## src/rtl/spr_pkg.sv

```systemverilog
package spr_pkg;

    localparam int PAL_W  = 2;
    localparam int ATTR_W = PAL_W + 1;
    localparam int BG_W   = PAL_W + 2;
    localparam int OUT_W  = BG_W + 1;

    typedef enum logic [1:0] {
        S_EMPTY = 2'd0,
        S_COUNT = 2'd1,
        S_SHIFT = 2'd2
    } slot_st_t;

    typedef struct packed {
        logic             behind;
        logic [PAL_W-1:0] pal;
    } spr_attr_t;

    typedef struct packed {
        logic             opaque;
        logic             behind;
        logic [PAL_W-1:0] pal;
        logic [1:0]       pat;
    } spr_pix_t;

endpackage

```

## src/rtl/spr_slot.sv

```systemverilog
module spr_slot
    import spr_pkg::*;
#(
    parameter int X_W   = 8,
    parameter int PAT_W = 8
) (
    input  logic             clk,
    input  logic             rst_n,
    input  logic             cyc_en,
    input  logic             ld,
    input  logic [X_W-1:0]   ld_x,
    input  spr_attr_t        ld_attr,
    input  logic [PAT_W-1:0] ld_lo,
    input  logic [PAT_W-1:0] ld_hi,
    output spr_pix_t         pix,
    output logic             active
);

    localparam int NSH_W = (PAT_W > 1) ? $clog2(PAT_W) : 1;

    slot_st_t         st_q, st_d;
    logic [X_W-1:0]   cnt_q;
    logic [PAT_W-1:0] lo_q, hi_q;
    spr_attr_t        attr_q;
    logic [NSH_W-1:0] nsh_q;
    logic             last_cnt, last_shift;

    assign last_cnt   = (cnt_q == X_W'(1));
    assign last_shift = (nsh_q == NSH_W'(PAT_W - 1));

    // next-state: LOAD_WAIT, LOAD_NOW, EXPIRE, DRAIN
    always_comb begin
        st_d = st_q;
        if (ld) begin
            st_d = (ld_x == '0) ? S_SHIFT : S_COUNT;
        end else if (cyc_en) begin
            unique case (st_q)
                S_EMPTY: st_d = S_EMPTY;
                S_COUNT: if (last_cnt)   st_d = S_SHIFT;
                S_SHIFT: if (last_shift) st_d = S_EMPTY;
                default: st_d = S_EMPTY;
            endcase
        end
    end

    always_ff @(posedge clk) begin
        if (!rst_n) st_q <= S_EMPTY;
        else        st_q <= st_d;
    end

    // counter, pattern planes and attribute
    always_ff @(posedge clk) begin
        if (!rst_n) begin
            cnt_q  <= '0;
            lo_q   <= '0;
            hi_q   <= '0;
            attr_q <= '0;
            nsh_q  <= '0;
        end else if (ld) begin
            cnt_q  <= ld_x;
            lo_q   <= ld_lo;
            hi_q   <= ld_hi;
            attr_q <= ld_attr;
            nsh_q  <= '0;
        end else if (cyc_en) begin
            if (st_q == S_COUNT) begin
                cnt_q <= cnt_q - 1'b1;
            end
            if (st_q == S_SHIFT) begin
                lo_q  <= {lo_q[PAT_W-2:0], 1'b0};
                hi_q  <= {hi_q[PAT_W-2:0], 1'b0};
                nsh_q <= nsh_q + 1'b1;
            end
        end
    end

    // outputs
    always_comb begin
        active     = (st_q == S_SHIFT);
        pix.pat    = active ? {hi_q[PAT_W-1], lo_q[PAT_W-1]} : 2'b00;
        pix.opaque = |pix.pat;
        pix.pal    = attr_q.pal;
        pix.behind = attr_q.behind;
    end

endmodule

```

## src/rtl/spr_prio.sv

```systemverilog
module spr_prio
    import spr_pkg::*;
#(
    parameter int N = 8
) (
    input  spr_pix_t [N-1:0] pix,
    output spr_pix_t         win,
    output logic [N-1:0]     win_oh
);

    // scan from the weakest slot down so the lowest index overwrites last
    always_comb begin
        win    = '0;
        win_oh = '0;
        for (int i = N - 1; i >= 0; i--) begin
            if (pix[i].opaque) begin
                win       = pix[i];
                win_oh    = '0;
                win_oh[i] = 1'b1;
            end
        end
    end

endmodule

```

## src/rtl/spr_mix.sv

```systemverilog
module spr_mix
    import spr_pkg::*;
(
    input  spr_pix_t         sp,
    input  logic [BG_W-1:0]  bg,
    output logic [OUT_W-1:0] px
);

    logic bg_opq;
    logic show_spr;

    always_comb begin
        bg_opq   = |bg[1:0];
        show_spr = sp.opaque && (!bg_opq || !sp.behind);
        px       = show_spr ? {1'b1, sp.pal, sp.pat} : {1'b0, bg};
    end

endmodule

```

## src/rtl/spr_line_mixer.sv

```systemverilog
module spr_line_mixer
    import spr_pkg::*;
#(
    parameter int NUM_SLOTS = 8,
    parameter int X_W       = 8,
    parameter int PAT_W     = 8
) (
    input  logic                       clk,
    input  logic                       rst_n,
    input  logic                       cyc_en,
    input  logic [NUM_SLOTS-1:0]       load_en,
    input  logic [NUM_SLOTS*X_W-1:0]   load_x,
    input  logic [NUM_SLOTS*3-1:0]     load_attr,
    input  logic [NUM_SLOTS*PAT_W-1:0] load_lo,
    input  logic [NUM_SLOTS*PAT_W-1:0] load_hi,
    input  logic [3:0]                 bg_pix,
    output logic [4:0]                 pix_out
);

    spr_pix_t [NUM_SLOTS-1:0] slot_pix;
    logic     [NUM_SLOTS-1:0] slot_act;
    logic     [NUM_SLOTS-1:0] win_oh;
    spr_pix_t                 win_pix;

    for (genvar i = 0; i < NUM_SLOTS; i++) begin : g_slot
        spr_slot #(
            .X_W  (X_W),
            .PAT_W(PAT_W)
        ) u_slot (
            .clk    (clk),
            .rst_n  (rst_n),
            .cyc_en (cyc_en),
            .ld     (load_en[i]),
            .ld_x   (load_x[i*X_W +: X_W]),
            .ld_attr(spr_attr_t'(load_attr[i*ATTR_W +: ATTR_W])),
            .ld_lo  (load_lo[i*PAT_W +: PAT_W]),
            .ld_hi  (load_hi[i*PAT_W +: PAT_W]),
            .pix    (slot_pix[i]),
            .active (slot_act[i])
        );
    end

    spr_prio #(.N(NUM_SLOTS)) u_prio (
        .pix   (slot_pix),
        .win   (win_pix),
        .win_oh(win_oh)
    );

    spr_mix u_mix (
        .sp(win_pix),
        .bg(bg_pix),
        .px(pix_out)
    );

endmodule

```

## config.mk

```make
export PLATFORM = sky130hd
export DESIGN_NAME = spr_line_mixer
export DESIGN_NICKNAME = d
export VERILOG_FILES = /design/src/rtl/spr_pkg.sv /design/src/rtl/spr_slot.sv /design/src/rtl/spr_prio.sv /design/src/rtl/spr_mix.sv /design/src/rtl/spr_line_mixer.sv
export SDC_FILE = /design/constraint.sdc
export NUM_CORES = 1
export LEC_CHECK = 0
export BUFFER_PORTS_ARGS = -buffer_cell sky130_fd_sc_hd__buf_2
export CAP_MARGIN = 15
export CORE_MARGIN = 4
export CORE_UTILIZATION = 45
export DETAILED_ROUTE_END_ITERATION = 6
export GPL_ROUTABILITY_DRIVEN = 0
export PLACE_DENSITY_LB_ADDON = 0.1
export SLEW_MARGIN = 40
export SYNTH_ARGS = -nofsm -noshare
export SYNTH_HDL_FRONTEND = slang
export SYNTH_SLANG_ARGS = --single-unit
```

## constraint.sdc

```tcl
create_clock -name clk -period 2.9 [get_ports clk]
set_input_delay 0.145 -clock clk [delete_from_list [all_inputs] [get_ports clk]]
set_output_delay 0.145 -clock clk [all_outputs]
set_load 0.05 [all_outputs]
```

Word level (Yosys, flattened, before mapping)
Index checks and enable logic that the tools add are counted.
W data, S select, Z words.
Storage, ports and cells
  word-level logic and storage cells: 343
  register bits: 256
  input port bits: 231
  output and inout port bits: 5
Operators by class
  add/sub/neg operators: 16
  reductions and logical operators: 85
  equal/unequal tests: 48
  bitwise operators: 1
  mux-type cells: 137
Operator list (number)
  $mux W8: 72
  $mux W2: 48
  $eq A8 B1 Y1 const B: 8
  $logic_not A8 Y1: 8
  $sub A8 B1 Y8 const B: 8
  $mux W6: 8
  $reduce_and A2 Y1: 24
  $reduce_bool A2 Y1: 24
  $reduce_or A2 Y1: 17
  $pmux W2 S2: 8
  $add A3 B1 Y3 const B: 8
  $eq A3 B3 Y1 const B: 8
  $ne A3 B2 Y1 const B: 8
  $ne A3 B3 Y1 const B: 8
  $reduce_and A3 Y1: 8
  $eq A2 B1 Y1 const B: 8
  $eq A2 B2 Y1 const B: 8
  $mux W5: 1
  $logic_not A1 Y1: 2
  $logic_and A1 B1 Y1: 1
  $logic_or A1 B1 Y1: 1
  $not A1 Y1: 1

Logic depth before layout (Yosys ltp)
Gate-level depths: netlist of the first run.
  depth after elaboration: 15
  depth in mapped cells: 8
  gate-level depth less buffers: 7

Cells and area by module
Synthesis of the first run repeated with hierarchy kept, for this count alone.
Unflattened totals
  cell total of the unflattened synthesis: 1452
  area total of the unflattened synthesis: 12768.5 µm²
Modules (own cells, without submodules)
  spr_slot: area each 1534.0 µm², times used 8, seq. area each 640.6 µm², cells an instance 172
  spr_prio: area each 395.4 µm², times used 1, seq. area each 0.0 µm², cells an instance 60
  spr_mix: area each 101.3 µm², times used 1, seq. area each 0.0 µm², cells an instance 16

Worst setup path before layout of the first run
OpenSTA, ideal clock, no wires.
  path type: reg-to-output
  from: reg g_slot[6].u_slot.lo_q[7]
  to: out pix_out[0]
  required time: 2755 ps
  buffers on the path: 0
  setup slack: 891 ps
  arrival: 1864 ps
  cell stages (with the launch flop): 7
  cell sequence: dfxtp_1 -> or2_4 -> a2111oi_4 -> a22oi_2 -> a211oi_2 -> o41a_4 -> mux2_4
On the way
  longest elaborated chain between the ends: 13
Ends and longest elaborated chain
  start: declaration: RTL line spr_slot.sv:23  | logic [PAT_W-1:0] lo_q, hi_q;
  start signal: assignment: RTL line spr_slot.sv:61  | lo_q <= ld_lo;
  start signal: assignment: RTL line spr_slot.sv:70  | lo_q <= {lo_q[PAT_W-2:0], 1'b0};
  $mux W2 (*): RTL line spr_slot.sv:80  | pix.pat = active ? {hi_q[PAT_W-1], lo_q[PAT_W-1]} : 2'b00;
  $reduce_or A2 Y1: RTL line spr_slot.sv:81  | pix.opaque = |pix.pat;
  $mux W6 (*) (7 in a row): RTL line spr_prio.sv:16  | if (pix[i].opaque) begin
  $logic_not A1 Y1: RTL line spr_mix.sv:14  | show_spr = sp.opaque && (!bg_opq || !sp.behind);
  $logic_or A1 B1 Y1: RTL line spr_mix.sv:14
  $logic_and A1 B1 Y1: RTL line spr_mix.sv:14
  $mux W5 (*): RTL line spr_mix.sv:15  | px = show_spr ? {1'b1, sp.pal, sp.pat} : {1'b0, bg};
  end: declaration: RTL line spr_line_mixer.sv:17  | output logic [4:0] pix_out
Every way passes the cells marked *; elsewhere a longest branch is shown, timed or not.

Final worst setup path of the first run
  from: reg g_slot[2].u_slot.st_q[1]
  to: out pix_out[1]
On the way
  longest elaborated chain between the ends: 10
Ends and longest elaborated chain
  start: declaration: RTL line spr_slot.sv:21  | slot_st_t st_q, st_d;
  start signal: assignment: RTL line spr_slot.sv:48  | else st_q <= st_d;
  $eq A2 B2 Y1 (*): RTL line spr_slot.sv:79  | active = (st_q == S_SHIFT);
  $mux W2 (*): RTL line spr_slot.sv:80
  $reduce_or A2 Y1: RTL line spr_slot.sv:81
  $mux W6 (*) (3 in a row): RTL line spr_prio.sv:16
  $logic_not A1 Y1: RTL line spr_mix.sv:14
  $logic_or A1 B1 Y1: RTL line spr_mix.sv:14
  $logic_and A1 B1 Y1: RTL line spr_mix.sv:14
  $mux W5 (*): RTL line spr_mix.sv:15
Marked as above.

==> impl_metrics.env, run 1 <==
export IMPL_outcome="complete, no violations"
export IMPL_power_density_nw_per_um2=520
export IMPL_ys_ff_latch=256
export IMPL_pin_count=236
export IMPL_dr_pass1_iters=6
export IMPL_worstPathCellList="and2b_1 > o21ai_2 > nand3_2 > nor2_1 > o41a_4 > mux2_4 > buf_2"
export IMPL_maxSlewViolCount=0
export IMPL_hold_viol=0
export IMPL_numPortBuffers=235
export IMPL_max_freq_mhz=359
export IMPL_cap_violations=0
export IMPL_yosys_area_share_simple=0.257
export IMPL_cts_tree="yes"
export IMPL_fin_skew_ps=8.24
export IMPL_cp_arrival_ps=2640
export IMPL_final_cell_mix="255 x dfxtp_1, 240 x nand2_1, 229 x buf_2"
export IMPL_netlist_instances=1582
export IMPL_post_route_util=0.623
export IMPL_start_kind="flip-flop"
export IMPL_grt_overflow_total=0
export IMPL_layout_min_cycle_time_ps=2790
export IMPL_p_sw_mw=2.18
export IMPL_async_flop_share=0
export IMPL_p_seq_frac=0.414
export IMPL_area_growth_pct=35.8
export IMPL_ff2ff_path_depth=5
export IMPL_fp_dieArea_um2=32100
export IMPL_end_kind="primary output"
export IMPL_path_class="flip-flop to primary output"
export IMPL_dp_hpwl_um=22000
export IMPL_die_w_um=179
export IMPL_timing_setup_tns_ps=0
export IMPL_critical_path_max_fanout=7
export IMPL_tightest_slew_ps=637
export IMPL_setup_viol=0
export IMPL_die_h_um=179
export IMPL_ant_nets=0
export IMPL_clock_latency_ps=540
export IMPL_synth_mux_area_frac=0.110
export IMPL_drive_gt1_frac=0.167
export IMPL_synth_top_family_by_area="simple AND/OR/NAND/NOR gates"
export IMPL_synth_xor_area_share=0.0425
export IMPL_synth_edf_count=0
export IMPL_nNetsFinal=2240
export IMPL_p_leak_nw=8.17
export IMPL_cp_slowest_cell="o41a_4"
export IMPL_ir_drop_mv=0.424
export IMPL_first_global_vias=11600
export IMPL_worst_slack_ps=115
export IMPL_clock_root_buffer="clkbuf_16"
export IMPL_synthAdderAreaFrac=0.0303
export IMPL_n_fill_cell=2452
export IMPL_grtUsageTotal=0.202
export IMPL_holdPathStages=3
export IMPL_grt_pass1_wl_um=54800
export IMPL_slowest_delay_ps=550
export IMPL_cts_sinks=256
export IMPL_grt_setup_unrepaired="no"
export IMPL_avgRoutedWirePerCell_um=14.1
export IMPL_switching_share=0.234
export IMPL_drc=0
export IMPL_grtUsageMet2=0.347
export IMPL_total_power_mw=9.32
export IMPL_grt_max_degree=71
export IMPL_synth_area_per_cell_um2=8.34
export IMPL_path_clk_slew_ps=60
export IMPL_drt_iter0_markers=525
export IMPL_syn_nets=1845
export IMPL_antenna_found_initial=4
export IMPL_start_util=0.459
export IMPL_netlist_area_um2=13200
export IMPL_yosysWarnings=0
export IMPL_coreArea_um2=28800
export IMPL_clockBufferDepth=3
export IMPL_vias=11800
export IMPL_multiInputGateArea_um2=7590
export IMPL_numCtsBuffers=30
export IMPL_busiest_layer="met2"
export IMPL_clockPowerShare=0.452
export IMPL_drt_wl_total_um=33600
export IMPL_rows=62
export IMPL_combPwrFrac=0.134
export IMPL_htree_num_levels=1
export IMPL_synth_seq_area_share=0.388
export IMPL_vias_per_cell=4.94
export IMPL_max_slew_margin=0.575
export IMPL_internal_power_mw=7.14
export IMPL_seqCellArea_um2=5130
export IMPL_met3_usage=0.0335
export IMPL_synth_main_ff_cell="dfxtp_1"
export IMPL_cp_data_required_time_ps=2760
export IMPL_hp_class="input port to flip-flop"
export IMPL_post_place_ws_ps=404
export IMPL_synth_compound_area_share=0.132
export IMPL_final_common_cell="dfxtp_1"
export IMPL_met1_usage=0.263
export IMPL_r2r_setup_slack_ps=910
export IMPL_post_route_period_util=0.960
export IMPL_synth_distinct_cells=56
## area by class of cell
type                    count  share of cell area
clock inverters            12              0.0134
repair buffers            466               0.195
clock buffers              44              0.0499
multi-input cells        1198               0.423
well taps                 384              0.0268
inverters                  25             0.00524
diodes                      4            0.000558
flip-flops and latches    256               0.286
## critical path, delay by kind of cell (launching register included)
kind            cells  cell delay (ps)
flops               1              420
mux                 1              320
compound gates      2              710
buf+inv             1              210
simple gates        3              450
## routing by layer
metal,part of all wire,wire length (µm)
met3,0.044,1490
met1,0.45,15300
met4,0.024,818
met5,0,0
met2,0.48,16000
## through the flow
step	hold slack, ps	cells	area [µm²]
finish	8.76	2389	17900
detailed placement	410	2113	14600
global route	14.0	2389	17900
global placement	401	2113	14600
floorplan	312	1582	13200
CTS	1.98	2385	17900
## cells by family after synthesis
logic type	after synthesis
and+or+nand+nor	657
AOI/OAI and AO/OA	302
DFF	256
muxes	143
buffers and inverters	128
xor gates and xnor gates	64
adders and majority gates	32
## registers in the layout (all words and copies together) (netlist names)
| name | count |
|---|---|
| g_slot.u_slot.pix | 24 |
| g_slot.u_slot.nsh_q | 24 |
| g_slot.u_slot.cnt_q | 64 |
| g_slot.u_slot.st_q | 16 |
| g_slot.u_slot.hi_q | 64 |
| g_slot.u_slot.lo_q | 64 |
## cell usage after synthesis (all sizes together), types with 5 or more instances
master | number | share of area
clkbuf | 84 | 0.024
inv | 25 | 0.0071
xnor2 | 45 | 0.030
xor2 | 19 | 0.013
nor2 | 51 | 0.015
and3b | 8 | 0.0053
nand3b | 6 | 0.0034
nor2b | 46 | 0.022
dfxtp | 256 | 0.39
or4 | 13 | 0.0074
nor4b | 5 | 0.0033
and2 | 185 | 0.088
a21oi | 31 | 0.012
a31oi | 7 | 0.0033
o21ai | 209 | 0.081
ha | 32 | 0.030
a22oi | 11 | 0.0066
nand3 | 35 | 0.014
nor3 | 16 | 0.0061
a211oi | 13 | 0.0078
mux2i | 139 | 0.11
nor4 | 17 | 0.0081
nand2b | 17 | 0.0081
buf | 19 | 0.0087
nand2 | 248 | 0.072
## power groups by stage
stage | Clock, mW | Sequential, mW | Combinational [mW]
final | 4.21 | 3.86 | 1.25
after global routing | 4.47 | 3.88 | 1.40
after CTS | 4.31 | 3.86 | 1.25
after detailed placement | 0 | 3.93 | 1.01
after global placement | 0 | 3.93 | 0.997
after floorplan | 0 | 3.89 | 0.711
## final timing paths
path                                                              from                                      to
worst max register to register  g_slot[6].u_slot.cnt_q[2]$_SDFFE_PN0P_   g_slot[6].u_slot.st_q[1]$_SDFFE_PN0P_
worst min register to register  g_slot[4].u_slot.nsh_q[2]$_SDFFE_PP0P_  g_slot[4].u_slot.nsh_q[2]$_SDFFE_PP0P_
worst min-delay path                                        load_en[2]   g_slot[2].u_slot.st_q[0]$_SDFFE_PN0P_
worst max-delay path             g_slot[2].u_slot.st_q[1]$_SDFFE_PN0P_                              pix_out[1]
## timing repair
item,CTS,global route
endpoints found under the setup margin,4,4
hold endpoints to repair,216,0
cloned,0,0
pin swaps,0,3
setup buffers,0,0
hold buffers,216,0
resized for setup,4,8
No activity file was read; power rests on OpenSTA's default activity.
==> inputs of run 2 (changes only) <==
Settings changed: CORE_UTILIZATION 45 to 40.
Clock period 2.9 ns to 3.53 ns, I/O delays scaled along.
==> impl_metrics.env, run 2 (same netlist as run 1, synthesis figures left out) <==
export IMPL_whs_ps=179
export IMPL_start_util=0.406
export IMPL_tightest_slew_ps=682
export IMPL_end_kind="primary output"
export IMPL_hold_viol=0
export IMPL_drc=0
export IMPL_holdPathStages=3
export IMPL_outcome="complete, no violations"
export IMPL_cp_arrival_ps=2980
export IMPL_path_clk_slew_ps=60
export IMPL_maxSlewViolCount=0
export IMPL_avgRoutedWirePerCell_um=13.9
export IMPL_setup_viol=0
export IMPL_htree_num_levels=1
export IMPL_final_cell_mix="256 x dfxtp_1, 240 x nand2_1, 225 x buf_2"
export IMPL_cp_data_required_time_ps=3350
export IMPL_clock_root_buffer="clkbuf_16"
export IMPL_area_growth_pct=33.5
export IMPL_drive_gt1_frac=0.156
export IMPL_drt_wl_total_um=33700
export IMPL_clock_latency_ps=530
export IMPL_cts_sinks=256
export IMPL_grt_pass1_wl_um=55100
export IMPL_drt_iter0_markers=595
export IMPL_vias=11700
export IMPL_holdBufCountCts=216
export IMPL_dr_pass1_iters=5
export IMPL_worstHoldStart="cyc_en"
export IMPL_combPwrFrac=0.147
export IMPL_final_common_cell="dfxtp_1"
export IMPL_post_route_period_util=0.893
export IMPL_n_fill_cell=3055
export IMPL_clockPowerShare=0.396
export IMPL_reg2reg_to="g_slot[6].u_slot.lo_q[1]$_SDFFE_PN0P_"
export IMPL_vias_per_cell=4.81
export IMPL_fp_dieArea_um2=36000
export IMPL_fin_skew_ps=6.51
export IMPL_critical_path_max_fanout=7
export IMPL_die_w_um=190
export IMPL_dp_hpwl_um=22100
export IMPL_p_sw_mw=1.75
export IMPL_hp_class="input port to flip-flop"
export IMPL_internal_power_mw=5.17
export IMPL_multiInputGateArea_um2=7550
export IMPL_rows=66
export IMPL_coreArea_um2=32500
export IMPL_p_leak_nw=8.00
export IMPL_nNetsFinal=2230
export IMPL_max_freq_mhz=317
export IMPL_ff2ff_path_depth=5
export IMPL_r2r_start="g_slot[6].u_slot.st_q[1]$_SDFFE_PN0P_"
export IMPL_die_h_um=190
export IMPL_ant_nets=0
export IMPL_numCtsBuffers=29
export IMPL_switching_share=0.253
export IMPL_first_global_vias=11400
export IMPL_cap_violations=0
export IMPL_cts_resized=0
export IMPL_path_class="flip-flop to primary output"
export IMPL_post_cts_buffers=0
export IMPL_timing_setup_tns_ps=0
export IMPL_cts_tree="yes"
export IMPL_grtUsageTotal=0.180
export IMPL_clockBufferDepth=3
export IMPL_power_density_nw_per_um2=393
export IMPL_seqCellArea_um2=5120
export IMPL_reg_largest_list="g_slot.u_slot.cnt_q x64, g_slot.u_slot.hi_q x64, g_slot.u_slot.lo_q x64"
export IMPL_layout_min_cycle_time_ps=3150
export IMPL_r2r_setup_slack_ps=1490
export IMPL_grt_setup_unrepaired="no"
export IMPL_holdPathEnd="g_slot[2].u_slot.nsh_q[1]$_SDFFE_PP0P_"
export IMPL_p_seq_frac=0.458
export IMPL_ir_drop_mv=0.316
export IMPL_pin_count=236
export IMPL_start_kind="flip-flop"
export IMPL_antenna_found_initial=4
export IMPL_grt_overflow_total=0
export IMPL_max_slew_margin=0.546
export IMPL_grt_max_degree=89
export IMPL_numPortBuffers=235
[run 2: worst max-delay path, cell delays in order, from the launching register on]
cell	delay (ps)
dfxtp_1	400
nor2b_1	490
o21ai_2	220
nand3_1	150
a31oi_1	110
o41a_4	550
mux2_4	320
buf_2	210
[run 2: worst max-delay path by stage]
stage                                          start          to  slack, ps  depth (start not counted)
3_3_place_gp   g_slot[3].u_slot.st_q[1]$_SDFFE_PN0P_  pix_out[2]       1020                          7
3_5_place_dp   g_slot[3].u_slot.st_q[1]$_SDFFE_PN0P_  pix_out[3]        920                          7
5_1_grt        g_slot[3].u_slot.st_q[1]$_SDFFE_PN0P_  pix_out[2]        240                          7
2_1_floorplan  g_slot[6].u_slot.lo_q[7]$_SDFFE_PN0P_  pix_out[0]       1490                          6
4_1_cts        g_slot[3].u_slot.st_q[1]$_SDFFE_PN0P_  pix_out[3]        340                          7
6_report       g_slot[3].u_slot.st_q[1]$_SDFFE_PN0P_  pix_out[2]        380                          7
[run 2: cell type report]
type                    count  share of cell area
clock inverters             9             0.00256
multi-input cells        1198               0.429
clock buffers              42              0.0457
inverters                  25             0.00533
well taps                 442              0.0314
diodes                      4            0.000568
flip-flops and latches    256               0.291
repair buffers            457               0.195
[run 2: metrics by stage]
stage               std cells  setup slack [ps]   util  power (mW)  area [µm²]
detailed placement       2162               925  0.448        4.06       14600
floorplan                1582              1490      -        3.78       13200
global route             2433               242  0.541        7.28       17600
finish                   2433               377  0.541        6.92       17600
global placement         2162              1020  0.448        4.04       14600
CTS                      2429               335  0.540        7.03       17600
[run 2: power groups by stage]
stage	Combinational, mW	Clock [mW]	Sequential, mW
after floorplan	0.584	0	3.19
after global placement	0.817	0	3.23
after detailed placement	0.828	0	3.23
after CTS	1.02	2.84	3.17
after global routing	1.14	2.95	3.19
final	1.02	2.74	3.17
[run 2: per-layer routing]
layer | part of all wire | wire, µm | track usage
met1 | 0.46 | 15700 | 0.238
met2 | 0.47 | 16000 | 0.312
met3 | 0.041 | 1380 | 0.0272
met4 | 0.019 | 656 | 0.0401
met5 | 0 | 0 | 0
==> inputs of run 3 (changes only) <==
Settings changed: CELL_PAD_IN_SITES_DETAIL_PLACEMENT from default to 0, CELL_PAD_IN_SITES_GLOBAL_PLACEMENT from default to 1, CORE_MARGIN 4 to 2.
==> impl_metrics.env, run 3 (same netlist as run 1, synthesis figures left out) <==
export IMPL_cap_violations=0
export IMPL_rows=66
export IMPL_ant_nets=0
export IMPL_cts_resized=0
export IMPL_worstHoldStart="load_en[6]"
export IMPL_die_h_um=186
export IMPL_holdPathEnd="g_slot[6].u_slot.st_q[0]$_SDFFE_PN0P_"
export IMPL_setup_viol=0
export IMPL_fp_dieArea_um2=34500
export IMPL_final_common_cell="dfxtp_1"
export IMPL_hold_viol=0
export IMPL_fin_skew_ps=10.9
export IMPL_vias_per_cell=4.76
export IMPL_p_seq_frac=0.430
export IMPL_drive_gt1_frac=0.160
export IMPL_cts_sinks=256
export IMPL_internal_power_mw=5.56
export IMPL_p_sw_mw=1.80
export IMPL_cts_tree="yes"
export IMPL_post_route_period_util=0.878
export IMPL_reg_largest_list="g_slot.u_slot.cnt_q x64, g_slot.u_slot.hi_q x64, g_slot.u_slot.lo_q x64"
export IMPL_numPortBuffers=235
export IMPL_r2r_start="g_slot[7].u_slot.cnt_q[2]$_SDFFE_PN0P_"
export IMPL_grtUsageTotal=0.188
export IMPL_post_place_ws_ps=982
export IMPL_avgRoutedWirePerCell_um=13.6
export IMPL_timing_setup_tns_ps=0
export IMPL_clock_root_buffer="clkbuf_16"
export IMPL_maxSlewViolCount=0
export IMPL_max_freq_mhz=323
export IMPL_ir_drop_mv=0.360
export IMPL_grt_pass1_wl_um=53600
export IMPL_worst_slack_ps=430
export IMPL_clockPowerShare=0.432
export IMPL_end_kind="primary output"
export IMPL_outcome="complete, no violations"
export IMPL_pin_count=236
export IMPL_combPwrFrac=0.138
export IMPL_clock_latency_ps=540
export IMPL_cp_data_required_time_ps=3350
export IMPL_area_growth_pct=34.8
export IMPL_htree_num_levels=1
export IMPL_coreArea_um2=32500
export IMPL_clockBufferDepth=3
export IMPL_numCtsBuffers=29
export IMPL_power_density_nw_per_um2=414
export IMPL_drt_wl_total_um=33200
export IMPL_first_global_vias=11100
export IMPL_path_clk_slew_ps=60
export IMPL_reg2reg_to="g_slot[7].u_slot.st_q[1]$_SDFFE_PN0P_"
export IMPL_total_power_mw=7.36
export IMPL_critical_path_max_fanout=7
export IMPL_dp_hpwl_um=22000
export IMPL_layout_min_cycle_time_ps=3100
export IMPL_holdPathStages=3
export IMPL_start_util=0.406
export IMPL_r2r_setup_slack_ps=1410
export IMPL_dr_pass1_iters=5
export IMPL_hp_class="input port to flip-flop"
export IMPL_ff2ff_path_depth=5
export IMPL_die_w_um=186
export IMPL_holdBufCountCts=216
export IMPL_drc=0
export IMPL_grt_setup_unrepaired="no"
export IMPL_max_slew_margin=0.473
export IMPL_post_cts_buffers=0
export IMPL_antenna_found_initial=2
export IMPL_tightest_slew_ps=791
export IMPL_final_cell_mix="256 x dfxtp_1, 240 x nand2_1, 227 x buf_2"
export IMPL_switching_share=0.245
export IMPL_nNetsFinal=2233
export IMPL_path_class="flip-flop to primary output"
export IMPL_cp_arrival_ps=2920
export IMPL_vias=11600
export IMPL_grt_max_degree=112
export IMPL_grt_overflow_total=0
export IMPL_drt_iter0_markers=467
export IMPL_start_kind="flip-flop"
export IMPL_p_leak_nw=8.08
run 3: cell types whose count changed in the layout (fill, tap and decap cells not counted), sizes merged:
cell / previous run / this run
buf: 241 / 244
clkinv: 9 / 7
clkbuf: 42 / 38
bufinv: 0 / 5
clkinvlp: 0 / 1
diode: 4 / 2
inv: 25 / 26
run 3: routing by layer:
metal | vias up | wire [µm] | global-route usage
met4 | 0 | 583 | 0.0413
met5 | - | 0 | 0
met1 | 5176 | 16000 | 0.252
li1 | 6153 | - | -
met2 | 216 | 15300 | 0.318
met3 | 41 | 1310 | 0.0280
run 3: through the flow:
stage | cell area [µm²] | hold WS [ps] | instances | utilization
floorplan | 13200 | 343 | 1582 | -
global placement | 14600 | 434 | 2164 | 0.448
detailed placement | 14600 | 442 | 2165 | 0.449
CTS | 17800 | 128 | 2433 | 0.546
global route | 17800 | 180 | 2435 | 0.547
finish | 17800 | 143 | 2435 | 0.547
run 3: area by class of cell:
type	count	area [µm²]
Clock buffer	38	800
Sequential cell	256	5120
Clock inverter	14	216
Timing Repair Buffer	460	3450
Inverter	25	93.8
Multi-Input combinational cell	1198	7550
Antenna cell	2	5.00
Tap cell	442	553
Fill cell	3105	14700
run 3: worst max-delay path, cell delays in order (launching register included):
cell     delay [ps]
dfxtp_1         380
nor2b_1         480
o21ai_2         210
nand3_1         140
a31oi_1         100
o41a_4          550
mux2_4          310
buf_2           210
run 3: how the worst max path moves through the flow:
stage / end / slack, ps / from
detailed placement: pix_out[3] / 980 / g_slot[3].u_slot.st_q[1]$_SDFFE_PN0P_
finish: pix_out[3] / 430 / g_slot[3].u_slot.st_q[1]$_SDFFE_PN0P_
CTS: pix_out[3] / 400 / g_slot[3].u_slot.st_q[1]$_SDFFE_PN0P_
global placement: pix_out[0] / 1000 / g_slot[3].u_slot.st_q[1]$_SDFFE_PN0P_
global route: pix_out[0] / 230 / g_slot[3].u_slot.st_q[1]$_SDFFE_PN0P_
floorplan: pix_out[0] / 1490 / g_slot[6].u_slot.lo_q[7]$_SDFFE_PN0P_
run 3: power by group through the flow:
stage               Clock (mW)  Sequential, mW  Combinational [mW]
CTS                       3.28            3.17                1.02
detailed placement           0            3.23               0.831
floorplan                    0            3.19               0.584
global route              3.40            3.19                1.14
global placement             0            3.23               0.818
finish                    3.18            3.17                1.02
